[config.mk]
export PLATFORM = sky130hd
export DESIGN_NAME = dma_adapter_csr
export DESIGN_NICKNAME = d
export VERILOG_FILES = /design/src/rtl/dma_csr_pkg.sv /design/src/rtl/dma_csr_decode.sv /design/src/rtl/dma_csr_status.sv /design/src/rtl/dma_csr_ctrl.sv /design/src/rtl/dma_adapter_csr.sv
export SDC_FILE = /design/constraint.sdc
export NUM_CORES = 1
export LEC_CHECK = 0
export ABC_AREA = 1
export BUFFER_PORTS_ARGS = -buffer_cell sky130_fd_sc_hd__clkbuf_2
export CORE_MARGIN = 2
export CORE_UTILIZATION = 25
export DETAILED_ROUTE_END_ITERATION = 8
export PLACE_DENSITY = 0.42
export RECOVER_POWER = 25
export SLEW_MARGIN = 20
export SYNTH_ARGS = -nofsm -noshare
export SYNTH_HDL_FRONTEND = slang
export SYNTH_SLANG_ARGS = --single-unit
[constraint.sdc]
create_clock -name clk -period 1.5 [get_ports clk]
set_input_delay 0.3 -clock clk [delete_from_list [all_inputs] [get_ports clk]]
set_output_delay 0.3 -clock clk [all_outputs]
set_load 0.005 [all_outputs]
[src/rtl/dma_csr_pkg.sv]
package dma_csr_pkg;

   typedef enum logic [1:0] {
      RGN_INT  = 2'd0,
      RGN_EXT  = 2'd1,
      RGN_MAP  = 2'd2,
      RGN_NONE = 2'd3
   } region_e;

   localparam logic [7:0] IDX_CTRL = 8'd1;
   localparam logic [7:0] IDX_STAT = 8'd2;
   localparam logic [7:0] IDX_VA   = 8'd3;
   localparam logic [7:0] IDX_BC   = 8'd4;

   localparam logic [31:0] ST_READ_MASK = 32'hE08F_7FFF;
   localparam logic [31:0] ST_W1C_MASK  = 32'h608F_7FFF;
   localparam logic [31:0] ST_INT_MASK  = 32'h000F_7000;

   localparam int ST_BUSY  = 31;
   localparam int ST_PGE   = 19;
   localparam int ST_NODRV = 18;
   localparam int ST_ATTN  = 16;
   localparam int ST_DONE  = 13;
   localparam int ST_ABT   = 12;
   localparam int ST_ABORT_GROUP = 12;

   typedef struct packed {
      logic       bad;
      logic       rd;
      logic       wr;
      logic       ctrl;
      logic       stat;
      logic       va;
      logic       bc;
      logic       ext;
      logic [2:0] drv;
      logic [4:0] reg_ofs;
      logic       start;
   } acc_dec_t;

endpackage

[src/rtl/dma_csr_decode.sv]
module dma_csr_decode
   import dma_csr_pkg::*;
#(
   parameter int ADDR_W   = 12,
   parameter int FUNC_MIN = 6'h28
) (
   input  logic              valid,
   input  logic              write,
   input  logic              is_long,
   input  logic [ADDR_W-1:0] addr,
   input  logic [15:0]       wdata,
   output acc_dec_t          dec
);
   localparam int RGN_LSB = 10;

   if (ADDR_W < 12) begin : g_addr_chk
      $error("dma_csr_decode: ADDR_W must be at least 12");
   end
   if (FUNC_MIN > 63) begin : g_func_chk
      $error("dma_csr_decode: FUNC_MIN must fit in 6 bits");
   end

   region_e    rgn;
   logic [7:0] idx;
   logic       ok;

   always_comb begin
      rgn = region_e'(addr[RGN_LSB+1:RGN_LSB]);
      idx = addr[9:2];
      ok  = valid && is_long && (addr[1:0] == 2'b00);

      dec         = '0;
      dec.bad     = valid && !ok;
      dec.rd      = ok && !write;
      dec.wr      = ok && write;
      dec.ctrl    = ok && (rgn == RGN_INT) && (idx == IDX_CTRL);
      dec.stat    = ok && (rgn == RGN_INT) && (idx == IDX_STAT);
      dec.va      = ok && (rgn == RGN_INT) && (idx == IDX_VA);
      dec.bc      = ok && (rgn == RGN_INT) && (idx == IDX_BC);
      dec.ext     = ok && (rgn == RGN_EXT);
      dec.drv     = addr[9:7];
      dec.reg_ofs = addr[6:2];
      dec.start   = dec.ext && write && (addr[6:2] == 5'd0) && wdata[0]
                    && ({26'd0, wdata[5:0]} >= 32'(FUNC_MIN));
   end

endmodule

[src/rtl/dma_csr_status.sv]
module dma_csr_status
   import dma_csr_pkg::*;
#(
   parameter int ABORT_N = 12
) (
   input  logic               clk,
   input  logic               rst_n,
   input  logic               init,
   input  logic               w1c_we,
   input  logic [31:0]        w1c_data,
   input  logic               start,
   input  logic [ABORT_N-1:0] ev_abort,
   input  logic               ev_done,
   input  logic               ev_attn,
   input  logic               ev_nodrv,
   input  logic               abort_req,
   input  logic               pge_req,
   output logic [31:0]        status_q,
   output logic               int_new
);
   if (ABORT_N < 1 || ABORT_N > ST_ABORT_GROUP) begin : g_abort_chk
      $error("dma_csr_status: ABORT_N must be 1 to 12");
   end

   logic [31:0] set_v;
   logic [31:0] nxt;

   always_comb begin
      set_v = '0;
      set_v[ABORT_N-1:0] = ev_abort;
      set_v[ST_DONE]  = ev_done;
      set_v[ST_ABT]   = abort_req;
      set_v[ST_ATTN]  = ev_attn;
      set_v[ST_NODRV] = ev_nodrv;
      set_v[ST_PGE]   = pge_req;
      if (|set_v[ST_ABORT_GROUP-1:0]) begin
         set_v[ST_DONE] = 1'b1;
         set_v[ST_ABT]  = 1'b1;
      end

      nxt = init ? '0 : status_q;
      if (w1c_we) nxt = nxt & ~(w1c_data & ST_W1C_MASK);
      if (start) begin
         nxt = nxt & ~ST_W1C_MASK;
         nxt[ST_BUSY] = 1'b1;
      end
      nxt = nxt | set_v;
      if (set_v[ST_DONE] || set_v[ST_ABT]) nxt[ST_BUSY] = 1'b0;
      nxt = nxt & ST_READ_MASK;

      int_new = |(set_v & ST_INT_MASK);
   end

   always_ff @(posedge clk or negedge rst_n) begin
      if (!rst_n) status_q <= '0;
      else        status_q <= nxt;
   end

endmodule

[src/rtl/dma_csr_ctrl.sv]
module dma_csr_ctrl (
   input  logic       clk,
   input  logic       rst_n,
   input  logic       wr,
   input  logic [3:0] wdata,
   input  logic       busy,
   input  logic       int_new,
   output logic [3:1] ctrl_q,
   output logic       init,
   output logic       abort_req,
   output logic       pge_req,
   output logic       irq
);
   localparam int B_ABT = 1;
   localparam int B_IE  = 2;
   localparam int B_MNT = 3;

   logic busy_eff;
   logic irq_nxt;

   always_comb begin
      init      = wr && wdata[0];
      busy_eff  = busy && !init;
      abort_req = wr && wdata[B_ABT] && busy_eff;
      pge_req   = wr && wdata[B_MNT] && busy_eff;
      if (wr && !wdata[B_IE]) irq_nxt = 1'b0;
      else                    irq_nxt = irq || (int_new && ctrl_q[B_IE]);
   end

   always_ff @(posedge clk or negedge rst_n) begin
      if (!rst_n) begin
         ctrl_q <= '0;
         irq    <= 1'b0;
      end else begin
         irq <= irq_nxt;
         if (wr) ctrl_q <= {wdata[B_MNT] && !busy_eff, wdata[B_IE], wdata[B_ABT]};
      end
   end

endmodule

[src/rtl/dma_adapter_csr.sv]
module dma_adapter_csr
   import dma_csr_pkg::*;
#(
   parameter int ADDR_W  = 12,
   parameter int VA_W    = 17,
   parameter int BC_W    = 16,
   parameter int ABORT_N = 12,
   parameter int DRV_W   = 16
) (
   input  logic               clk,
   input  logic               rst_n,
   input  logic               acc_valid,
   input  logic               acc_write,
   input  logic               acc_long,
   input  logic [ADDR_W-1:0]  acc_addr,
   input  logic [31:0]        acc_wdata,
   output logic               rsp_valid,
   output logic               rsp_err,
   output logic [31:0]        rsp_rdata,
   output logic               drv_we,
   output logic               drv_re,
   output logic [2:0]         drv_num,
   output logic [4:0]         drv_reg,
   output logic [15:0]        drv_wdata,
   input  logic [DRV_W-1:0]   drv_rdata,
   input  logic [ABORT_N-1:0] ev_abort,
   input  logic               ev_done,
   input  logic               ev_attn,
   input  logic               ev_nodrive,
   output logic               irq
);
   localparam int HALF = 16;

   if (VA_W < 1 || VA_W > 32) begin : g_va_chk
      $error("dma_adapter_csr: VA_W must be 1 to 32");
   end
   if (BC_W < 1 || BC_W > HALF) begin : g_bc_chk
      $error("dma_adapter_csr: BC_W must be 1 to 16");
   end
   if (DRV_W < 1 || DRV_W > HALF) begin : g_drv_chk
      $error("dma_adapter_csr: DRV_W must be 1 to 16");
   end

   acc_dec_t        dec;
   logic [31:0]     status_q;
   logic            int_new;
   logic [3:1]      ctrl_q;
   logic            init;
   logic            abort_req;
   logic            pge_ctrl;
   logic            busy;
   logic            pge_req;
   logic            start_ok;
   logic [VA_W-1:0] va_q;
   logic [BC_W-1:0] bc_q;
   logic [31:0]     rd_mux;

   dma_csr_decode #(.ADDR_W(ADDR_W)) u_dec (
      .valid   (acc_valid),
      .write   (acc_write),
      .is_long (acc_long),
      .addr    (acc_addr),
      .wdata   (acc_wdata[15:0]),
      .dec     (dec)
   );

   assign busy     = status_q[ST_BUSY];
   assign start_ok = dec.start && !busy;
   assign pge_req  = pge_ctrl
                     || (dec.wr && (dec.va || dec.bc) && busy)
                     || (dec.start && busy);

   dma_csr_ctrl u_ctrl (
      .clk       (clk),
      .rst_n     (rst_n),
      .wr        (dec.wr && dec.ctrl),
      .wdata     (acc_wdata[3:0]),
      .busy      (busy),
      .int_new   (int_new),
      .ctrl_q    (ctrl_q),
      .init      (init),
      .abort_req (abort_req),
      .pge_req   (pge_ctrl),
      .irq       (irq)
   );

   dma_csr_status #(.ABORT_N(ABORT_N)) u_stat (
      .clk       (clk),
      .rst_n     (rst_n),
      .init      (init),
      .w1c_we    (dec.wr && dec.stat),
      .w1c_data  (acc_wdata),
      .start     (start_ok),
      .ev_abort  (ev_abort),
      .ev_done   (ev_done),
      .ev_attn   (ev_attn),
      .ev_nodrv  (ev_nodrive),
      .abort_req (abort_req),
      .pge_req   (pge_req),
      .status_q  (status_q),
      .int_new   (int_new)
   );

   always_ff @(posedge clk or negedge rst_n) begin
      if (!rst_n) begin
         va_q <= '0;
         bc_q <= '0;
      end else if (init) begin
         va_q <= '0;
         bc_q <= '0;
      end else begin
         if (dec.wr && dec.va && !busy) va_q <= acc_wdata[VA_W-1:0];
         if (dec.wr && dec.bc && !busy) bc_q <= acc_wdata[BC_W-1:0];
      end
   end

   assign drv_we    = dec.wr && dec.ext && !(dec.start && busy);
   assign drv_re    = dec.rd && dec.ext;
   assign drv_num   = dec.drv;
   assign drv_reg   = dec.reg_ofs;
   assign drv_wdata = acc_wdata[15:0];

   always_comb begin
      rd_mux = '0;
      if (dec.ctrl)      rd_mux = {28'd0, ctrl_q, 1'b0};
      else if (dec.stat) rd_mux = status_q & ST_READ_MASK;
      else if (dec.va)   rd_mux = 32'(va_q);
      else if (dec.bc)   rd_mux = {HALF'(bc_q), HALF'(bc_q)};
      else if (dec.ext)  rd_mux = {status_q[31:HALF] & ST_READ_MASK[31:HALF], HALF'(drv_rdata)};
   end

   always_ff @(posedge clk or negedge rst_n) begin
      if (!rst_n) begin
         rsp_valid <= 1'b0;
         rsp_err   <= 1'b0;
         rsp_rdata <= '0;
      end else begin
         rsp_valid <= acc_valid;
         rsp_err   <= dec.bad;
         rsp_rdata <= dec.rd ? rd_mux : '0;
      end
   end

endmodule

==> run summary, run 1 <==
The largest fanout on the critical path came out at 4. Leaving out fill and tap cells, the most frequent cell in the layout is clkbuf_2. The CTS tree is done. The sink count of the clock tree came out at 94.

The setup violation total in the final timing report is 2. After synthesis, the share of flip-flops with an asynchronous set or reset is 100%. The sum of net half-perimeters after detailed placement is 12.1 mm. The part of the power in registers came out at 47.4%.

STA classifies the critical path startpoint as a flop. The routed design has 15.6 mm of wire. Buffers inserted during clock tree synthesis total 9.

Per report_power, the combinational group accounts for 8.4% of the total. Setup repair after global routing could not meet its margin everywhere. Summed over all cells, the static leakage comes to 3.29 nW. The total routing usage reported by global routing is 16.2%.

The highest clock frequency the design can meet is 661 MHz. The post-detailed-placement cell area came out at 0.00598 mm^2. The path with the worst hold slack has its endpoint at rsp_valid$_DFF_PN0_. Global routing finished with a remaining overflow of 0. The initial antenna violation count came out at 0. The first-pass iteration count of the detailed router came out at 4. The number of primary I/O pins came out at 141. The pin slew with the least headroom to its limit came out at 389 ps. The floorplan step set the die height to 140 um. After routing the design area is 0.00657 mm^2. The final reports fail on negative setup slack. Yosys mapped the design onto 38 distinct sky130hd cell types.

In the routed layout, each cell is associated on average with a via count of 4.49. For the worst setup path, the data arrival time is 1210 ps. The first-iteration detailed-routing DRC count came out at 265. The final critical path takes up 101% of the cycle.

The endpoint of the worst-slack reg-to-reg timing path is va_q[15]$_DFFE_PN0P_. The die covers 0.0196 mm^2. The sequential cell area fraction in the yosys report is 50.9%. The buffer and inverter count on the worst path is 2. The flow ran to the end, but the final reports show violations. The die boundary width is 140 um. The number of nets in the synthesized netlist is 591.

The first global-routing pass estimated 24.5 mm of wire. The port buffer count is 131. The final worst setup slack is -12.6 ps. The initial core utilization is 25.6%. The worst pin sits at a relative slew slack of 73.8%.

The worst setup skew after layout came out at 6.48 ps. The row count came out at 49. The required time at the endpoint of the critical path came out at 1200 ps. In this run the critical register-to-register path is launched from u_stat.status_q[31]$_DFFE_PN0P_. The clock network fraction of total power came out at 44.2%. In this run, synthesis produced a sequential element count of 94.

At the end of routability-driven placement, the weighted congestion stood at 0.857. The number of max-slew violations in the final report is 0. The number of global-route vias before repair is 4,408. The met3 track demand over resource in global routing is 2.74%. STA classifies the critical path endpoint as an output pin. By startpoint and endpoint, the worst setup path is classified as reg2out. In this run the most used layer during global routing was met2. Of the cells placed in the final design, the portion with a size suffix greater than 1 is 43.9%.

The worst setup slack for register-to-register paths is 90 ps. The top cell types in the final layout, fill and taps aside, are 128 x clkbuf_2, 125 x nand2_1, 94 x dfrtp_1. The tool flagged a number of max-cap violations equal to 0. Summing over every cut layer, the via total after detailed routing is 4,212. The pin count of the biggest net entering global routing is 35. The later pin in the worst-skew pair is clocked with a latency of 360 ps. Measured in cells, the most critical reg-to-reg path has a length of 6. The clock-pin slew of the registers on the worst-case setup and hold paths came out at 70 ps. The worst IR drop on VDD came out at 0.000545 V. The antenna cell count is 0.

The cell at the slowest stage of the critical path is dfrtp_1. Final hold analysis gives a worst-case slack of 94.2 ps. The post-layout minimum cycle time is 1510 ps. The post-synthesis instance total came out at 511. The layout net count came out at 784. The worst hold path belongs to the class in2reg.

The count of warnings emitted by yosys is 0. The CTS root buffer is clkbuf_16. The design internal power is 4.05 mW. The final routed wire length divided by cell count came out at 16.7 um. From synthesis to final layout, the design area changed by 42.2%. The signal on the critical path passes through buf_4 -> a21boi_4 -> clkbuf_2. The number of hold-slack violations in the final timing report came out at 0. The largest delay contributor family on the critical path is flip-flops. The post-synthesis average cell area came out at 9.04 um^2. The peak per-stage delay on the critical path is 410 ps.

The critical hold path startpoint is acc_valid. The maximum clock path buffer count is 2. Counting flops with a built-in enable in the synthesized netlist gives 0. The remaining antenna violation count came out at 0.

Summing every instance area after synthesis gives 0.00462 mm^2. The core outline area came out at 0.0180 mm^2. The routing usage on met1 is 22.2%. The H-tree was split into 3 levels. The switching power of the nets came out at 1.31 mW. The share of total power consumed by net switching is 24.4%. The global-route track usage on met2 came out at 25.5%.

The most used flip-flop cell after synthesis is dfrtp_1. The power density over the cells is 816 mW/mm^2. The detailed-route DRC error count is 0.

The number of cells traversed by the worst hold path came out at 1.
## final cells by class
type / count / area [um^2]
fill: 1912 / 11500
sequential: 94 / 2350
multi-input combinational: 333 / 1920
timing repair buffer: 224 / 1560
tap: 229 / 287
clock buffer: 10 / 229
inverter: 42 / 163
clock inverter: 6 / 68.8
## power groups by stage
stage               logic (mW)  registers, mW  clock network, mW
floorplan                0.136           2.59                  0
global placement         0.429           2.59                  0
detailed placement       0.431           2.59                  0
CTS                      0.443           2.54               2.42
global route             0.498           2.54               2.55
finish                   0.451           2.54               2.37
## synth_stat cells (3+ instances only)
cell / count / area share, %
nor2_4: 4 / 0.97
nand2_1: 128 / 10
o21ai_2: 17 / 3.2
a211oi_1: 5 / 0.81
o21ai_1: 17 / 1.8
o21bai_1: 3 / 0.49
buf_6: 8 / 1.9
clkbuf_1: 3 / 0.24
dfrtp_1: 94 / 51
nor2_2: 8 / 1.1
a31oi_1: 6 / 0.81
nand3_1: 41 / 4.4
nor2_1: 22 / 1.8
nor3_1: 5 / 0.54
inv_2: 6 / 0.49
buf_2: 4 / 0.43
o211ai_1: 7 / 1.1
o21ai_0: 23 / 2.5
a41oi_1: 8 / 1.5
a221oi_1: 4 / 0.76
buf_4: 27 / 4.4
inv_1: 36 / 2.9
nand4_1: 5 / 0.68
nand2_2: 7 / 0.95
a21oi_1: 4 / 0.43
## sequential cells by signal, summed over array words and instances (netlist names)
name / count
bc_q: 16
rsp_err: 1
rsp_rdata: 32
rsp_valid: 1
u_ctrl.ctrl_q: 3
u_ctrl.irq: 1
u_stat.status_q: 23
va_q: 17
## repair_timing
action                     4_1_cts  5_1_grt
setup endpoints to repair        2       54
resized for setup                9       35
cloned                           0        2
hold buffers                     1        0
hold endpoints to repair        17        0
buffers inserted                 3        9
pin swaps                        4       14
## routing by layer
| metal | part of all wire (%) | routed length [um] |
|---|---|---|
| met4 | 2.4 | 378 |
| met3 | 5.0 | 782 |
| met5 | 0 | 0 |
| met2 | 47 | 7380 |
| met1 | 45 | 7110 |
## through the flow
| stage | setup TNS, ps | total power, mW | cells | setup WS (ps) | util (%) |
|---|---|---|---|---|---|
| 6_report | -15.0 | 5.36 | 938 | -12.6 | 36.5 |
| 3_5_place_dp | -23430 | 3.02 | 907 | -367 | 33.2 |
| 2_1_floorplan | 0 | 2.73 | 511 | 15.1 | - |
| 5_1_grt | -360 | 5.59 | 938 | -146 | 36.5 |
| 4_1_cts | -99.0 | 5.41 | 927 | -67.9 | 35.2 |
| 3_3_place_gp | -23500 | 3.02 | 907 | -366 | 33.2 |
## worst max path at each step
stage	startpoint	to	slack, ps	cells after the start
6_report	u_stat.status_q[31]$_DFFE_PN0P_	drv_we	-10	3
5_1_grt	acc_addr[3]	rsp_rdata[2]$_DFF_PN0_	-150	11
4_1_cts	acc_addr[11]	drv_we	-70	8
3_5_place_dp	acc_addr[9]	rsp_rdata[1]$_DFF_PN0_	-370	10
3_3_place_gp	acc_addr[5]	va_q[9]$_DFFE_PN0P_	-370	11
2_1_floorplan	acc_addr[9]	rsp_rdata[1]$_DFF_PN0_	20	9
## logic make-up after synthesis
kind of cell | count (synthesis) | synth area share (%)
simple gates | 230 | 23.7
compound gates | 102 | 14.9
buf+inv | 85 | 10.5
flops | 94 | 50.9
Note: power is estimated with default switching activity, not from simulation.
==> run 2: changes to the inputs <==
--- a/config.mk
+++ b/config.mk
@@ -5,9 +5,8 @@
 export SDC_FILE = /design/constraint.sdc
 export NUM_CORES = 1
 export LEC_CHECK = 0
-export ABC_AREA = 1
 export BUFFER_PORTS_ARGS = -buffer_cell sky130_fd_sc_hd__clkbuf_2
-export CORE_MARGIN = 2
+export CORE_MARGIN = 1.5
 export CORE_UTILIZATION = 25
 export DETAILED_ROUTE_END_ITERATION = 8
 export PLACE_DENSITY = 0.42
==> run 2 against run 1 <==
  * The flow still finishes with violations (negative setup slack)
  * Final area grew 17%
  * Sequential power is essentially flat
  * First-iteration DRC count shrank 15%
  * Die area is essentially flat
  * Register-to-register slack lost 50 ps
  * Maximum frequency shrank 16%
  * Via count grew 5.5%
  * Clock-buffer cell count shrank 1
  * Clock skew grew 4.4 ps
  * Final cell count shrank 2.3%
  * Critical path type is now in2reg
==> run summary, run 2 <==
The final routed wire length divided by cell count is 20.3 um (was 16.7 um). The total routing usage reported by global routing came out at 18.7% (was 16.2%). The final worst setup slack is -303 ps (was -12.6 ps). The remaining antenna violation count is 0 (unchanged). The summed instance area of the synthesized netlist came out at 0.00469 mm^2 (was 0.00462 mm^2). The met3 track demand over resource in global routing came out at 2.94% (was 2.74%). The number of max-slew violations in the final report was 0 (unchanged). The layout net count came to 763 (was 784).

The final hold slack was 164 ps (was 94.2 ps). The number of hold-slack violations in the final timing report came out at 0 (unchanged). The area growth from synthesis to final layout is 64.4% (was 42.2%). The port buffer count is 131 (unchanged). The number of synthesized flops with an enable pin came out at 0 (unchanged).

The placer congestion estimate came out at 0.892 (was 0.857). The initial antenna violation count was 0 (unchanged). The post-synthesis instance total is 451 (was 511). The pin count of the biggest net entering global routing is 95 (was 35).

The share of post-route cells with drive strength above 1 is 64.8% (was 43.9%). The number of global-route vias before repair is 4,639 (was 4,408). The final design utilization came to 42.3% (was 36.5%).

The die boundary width came out at 140 um (about the same). The share of synthesized registers carrying an async set or reset was 100% (unchanged). The highest clock frequency the design can meet came out at 555 MHz (was 661 MHz).

The first-pass GRT wire length is 27.4 mm (was 24.5 mm). The number of synthesized register bits is 94 (unchanged). The number of flip-flops under the largest register name is 32 (unchanged). Synth top area cells: dfrtp_1 50%, mux2_2 7.9%, buf_4 4.0% (was dfrtp_1 51%, nand2_1 10%, nand3_1 4.4%). The core outline area came out at 0.0182 mm^2 (was 0.0180 mm^2).

The path type of the worst setup path is in2reg (was reg2out). Chain of cells forming the critical path: buf_8 -> or4_4 -> or3_4 -> o21ai_4 -> clkbuf_16 -> a21oi_1 (was buf_4 -> a21boi_4 -> clkbuf_2). The CTS root buffer is clkbuf_16 (unchanged). The post-synthesis average cell area came to 10.4 um^2 (was 9.04 um^2).

The worst setup skew after layout came out at 10.9 ps (was 6.48 ps). The worst IR drop on VDD was 0.000542 V (was 0.000545 V). The arrival time of the worst setup path is 2050 ps (was 1210 ps).

The number of primary I/O pins is 141 (unchanged). The first-pass iteration count of the detailed router is 4 (unchanged). Biggest registers after layout: rsp_rdata x32, u_stat.status_q x23, va_q x17 (unchanged). The routing usage on met1 came to 24.6% (was 22.2%).

The sum of internal, switching and leakage power is 5.55 mW (was 5.36 mW). The largest fanout on the critical path came out at 5 (was 4). The sink count of the clock tree was 94 (unchanged). The total number of vias came to 4,444 (was 4,212). The count of warnings emitted by yosys is 0 (unchanged). The tightest slew margin relative to the limit is 8.99% (was 73.8%). The initial core utilization was 25.8% (was 25.6%). The cell at the slowest stage of the critical path was or4_4 (was dfrtp_1). The global-route track usage on met2 was 31.0% (was 25.5%). The aggregate negative setup slack is -18,890 ps (was -15.0 ps). The number of distinct library cells after synthesis came to 56 (was 38).

The kind of launch point of the worst setup path is a primary input (was flop). The row count is 49 (unchanged). Most used standard cells in the synthesized netlist: 94 x dfrtp_1, 47 x nand2_1, 33 x mux2_2 (was 128 x nand2_1, 94 x dfrtp_1, 41 x nand3_1). The register with the most flip-flops is rsp_rdata (unchanged).

Violations in the final reports: negative setup slack (unchanged). The sequential cell area fraction in the yosys report was 50.1% (was 50.9%). The pin slew with the least headroom to its limit came out at 1370 ps (was 389 ps). The clock-pin slew of the registers on the worst-case setup and hold paths came to 80 ps (was 70 ps). The most used flip-flop cell after synthesis was dfrtp_1 (unchanged). The via density per instance is 4.85 (was 4.49). The leakage power came out at 3.59 nW (was 3.29 nW). The pre-CTS worst setup slack is -886 ps (was -367 ps).

The detailed-route DRC error count came out at 0 (unchanged). The CTS tree is done (unchanged). The total die area is 0.0196 mm^2 (about the same).

The leading cell type in the layout, fill and taps excluded is clkbuf_2 (unchanged). The required time at the endpoint of the critical path is 1740 ps (was 1200 ps). The peak-usage layer in the global routing report is met2 (unchanged). The CTS buffer count came to 9 (unchanged).

The clock latency on the worst-skew pair is 360 ps (about the same). The total wirelength of the detailed-routed design was 18.6 mm (was 15.6 mm). The count of max-cap constraint violations came to 0 (unchanged). The period utilization came out at 120% (was 101%). The maximum clock path buffer count is 2 (unchanged). The maximum level of the CTS H-tree is 3 (unchanged). Commonest non-fill, non-tap cells in the layout: 125 x clkbuf_2, 98 x buf_4, 94 x dfrtp_1 (was 128 x clkbuf_2, 125 x nand2_1, 94 x dfrtp_1).

The die span in y is 140 um (about the same). RSZ-0062 raised after global routing: true (unchanged). The setup violation total in the final timing report is 94 (was 2). Result of the run: complete, but fails checks (unchanged). The portion of synthesized cell area occupied by the leading cell type was 50.1% (was 50.9%). The post-layout minimum cycle time is 1800 ps (was 1510 ps). The sum of net half-perimeters after detailed placement is 12.9 mm (was 12.1 mm). The peak per-stage delay on the critical path came to 600 ps (was 410 ps). The first-iteration detailed-routing DRC count came out at 224 (was 265). The antenna cell count came to 0 (unchanged).

The total congestion overflow after global routing came out at 0 (unchanged). The power density over the cells came out at 720 mW/mm^2 (was 816 mW/mm^2). The path class of the lowest-slack min-delay path is in2reg (unchanged). The type of element capturing the critical path is a flop (was output pin). The most frequent cell after synthesis is dfrtp_1 (was nand2_1). The number of nets in the synthesized netlist is 531 (was 591).

The library cell occupying the most area in the post-synthesis netlist was dfrtp_1 (unchanged).
-- run 2: critical path: cells and delay by family --
family,cells,cell delay [ps]
AND/OR/NAND/NOR,2,1080
AO/OA/AOI/OAI,2,340
buffers and inverters,2,320
-- run 2: final timing paths --
kind | startpoint | end | slack (ps) | cells after the start
setup reg to reg | u_stat.status_q[31]$_DFFE_PN0P_ | va_q[11]$_DFFE_PN0P_ | 40 | 5
max in group asynchronous | rst_n | rsp_rdata[29]$_DFF_PN0_ | 270 | 2
setup / recovery | acc_addr[6] | rsp_rdata[30]$_DFF_PN0_ | -300 | 6
hold reg to reg | u_ctrl.ctrl_q[1]$_DFFE_PN0N_ | u_ctrl.ctrl_q[1]$_DFFE_PN0N_ | 500 | 2
min in group asynchronous | rst_n | rsp_err$_DFF_PN0_ | 410 | 2
hold / removal | ev_nodrive | u_stat.status_q[18]$_DFF_PN0_ | 160 | 2
-- run 2: power by group --
| group | internal, mW | switching (mW) | leakage [nW] |
|---|---|---|---|
| combinational | 0.303 | 0.325 | 2.22 |
| clock | 1.30 | 1.08 | 0.144 |
| sequential | 2.54 | 0.00234 | 1.23 |
| total | 4.14 | 1.41 | 3.59 |
-- run 2: logic make-up after synthesis --
family | synth area share (%)
AND/OR/NAND/NOR | 18.5
AO/OA/AOI/OAI | 16.0
buffers and inverters | 7.26
multiplexers | 8.14
flip-flops | 50.1
-- run 2: cell type report --
cell class / instances / area (um^2)
sequential: 94 / 2350
timing repair buffer: 272 / 2070
tap: 229 / 287
multi-input combinational: 301 / 2690
clock inverter: 6 / 71.3
fill: 1772 / 10500
inverter: 5 / 18.8
clock buffer: 9 / 225
-- run 2: metrics by stage --
step                cells  cell area (um^2)
finish                916              7710
global route          916              7710
CTS                   904              7240
detailed placement    860              6230
global placement      860              6230
floorplan             451              4820
-- run 2: per-layer routing --
metal	wire, um	vias to the layer above
li1	-	2069
met1	8180	2211
met2	9070	136
met3	869	28
met4	484	0
met5	0	-
-- run 2: what timing repair did --
action                                  in CTS  in global routing
hold buffers                                 0                  0
cloned                                       3                  3
buffers inserted                            27                 13
endpoints found under the setup margin      94                 94
gates resized for setup                    100                 86
pin swaps                                   63                 32
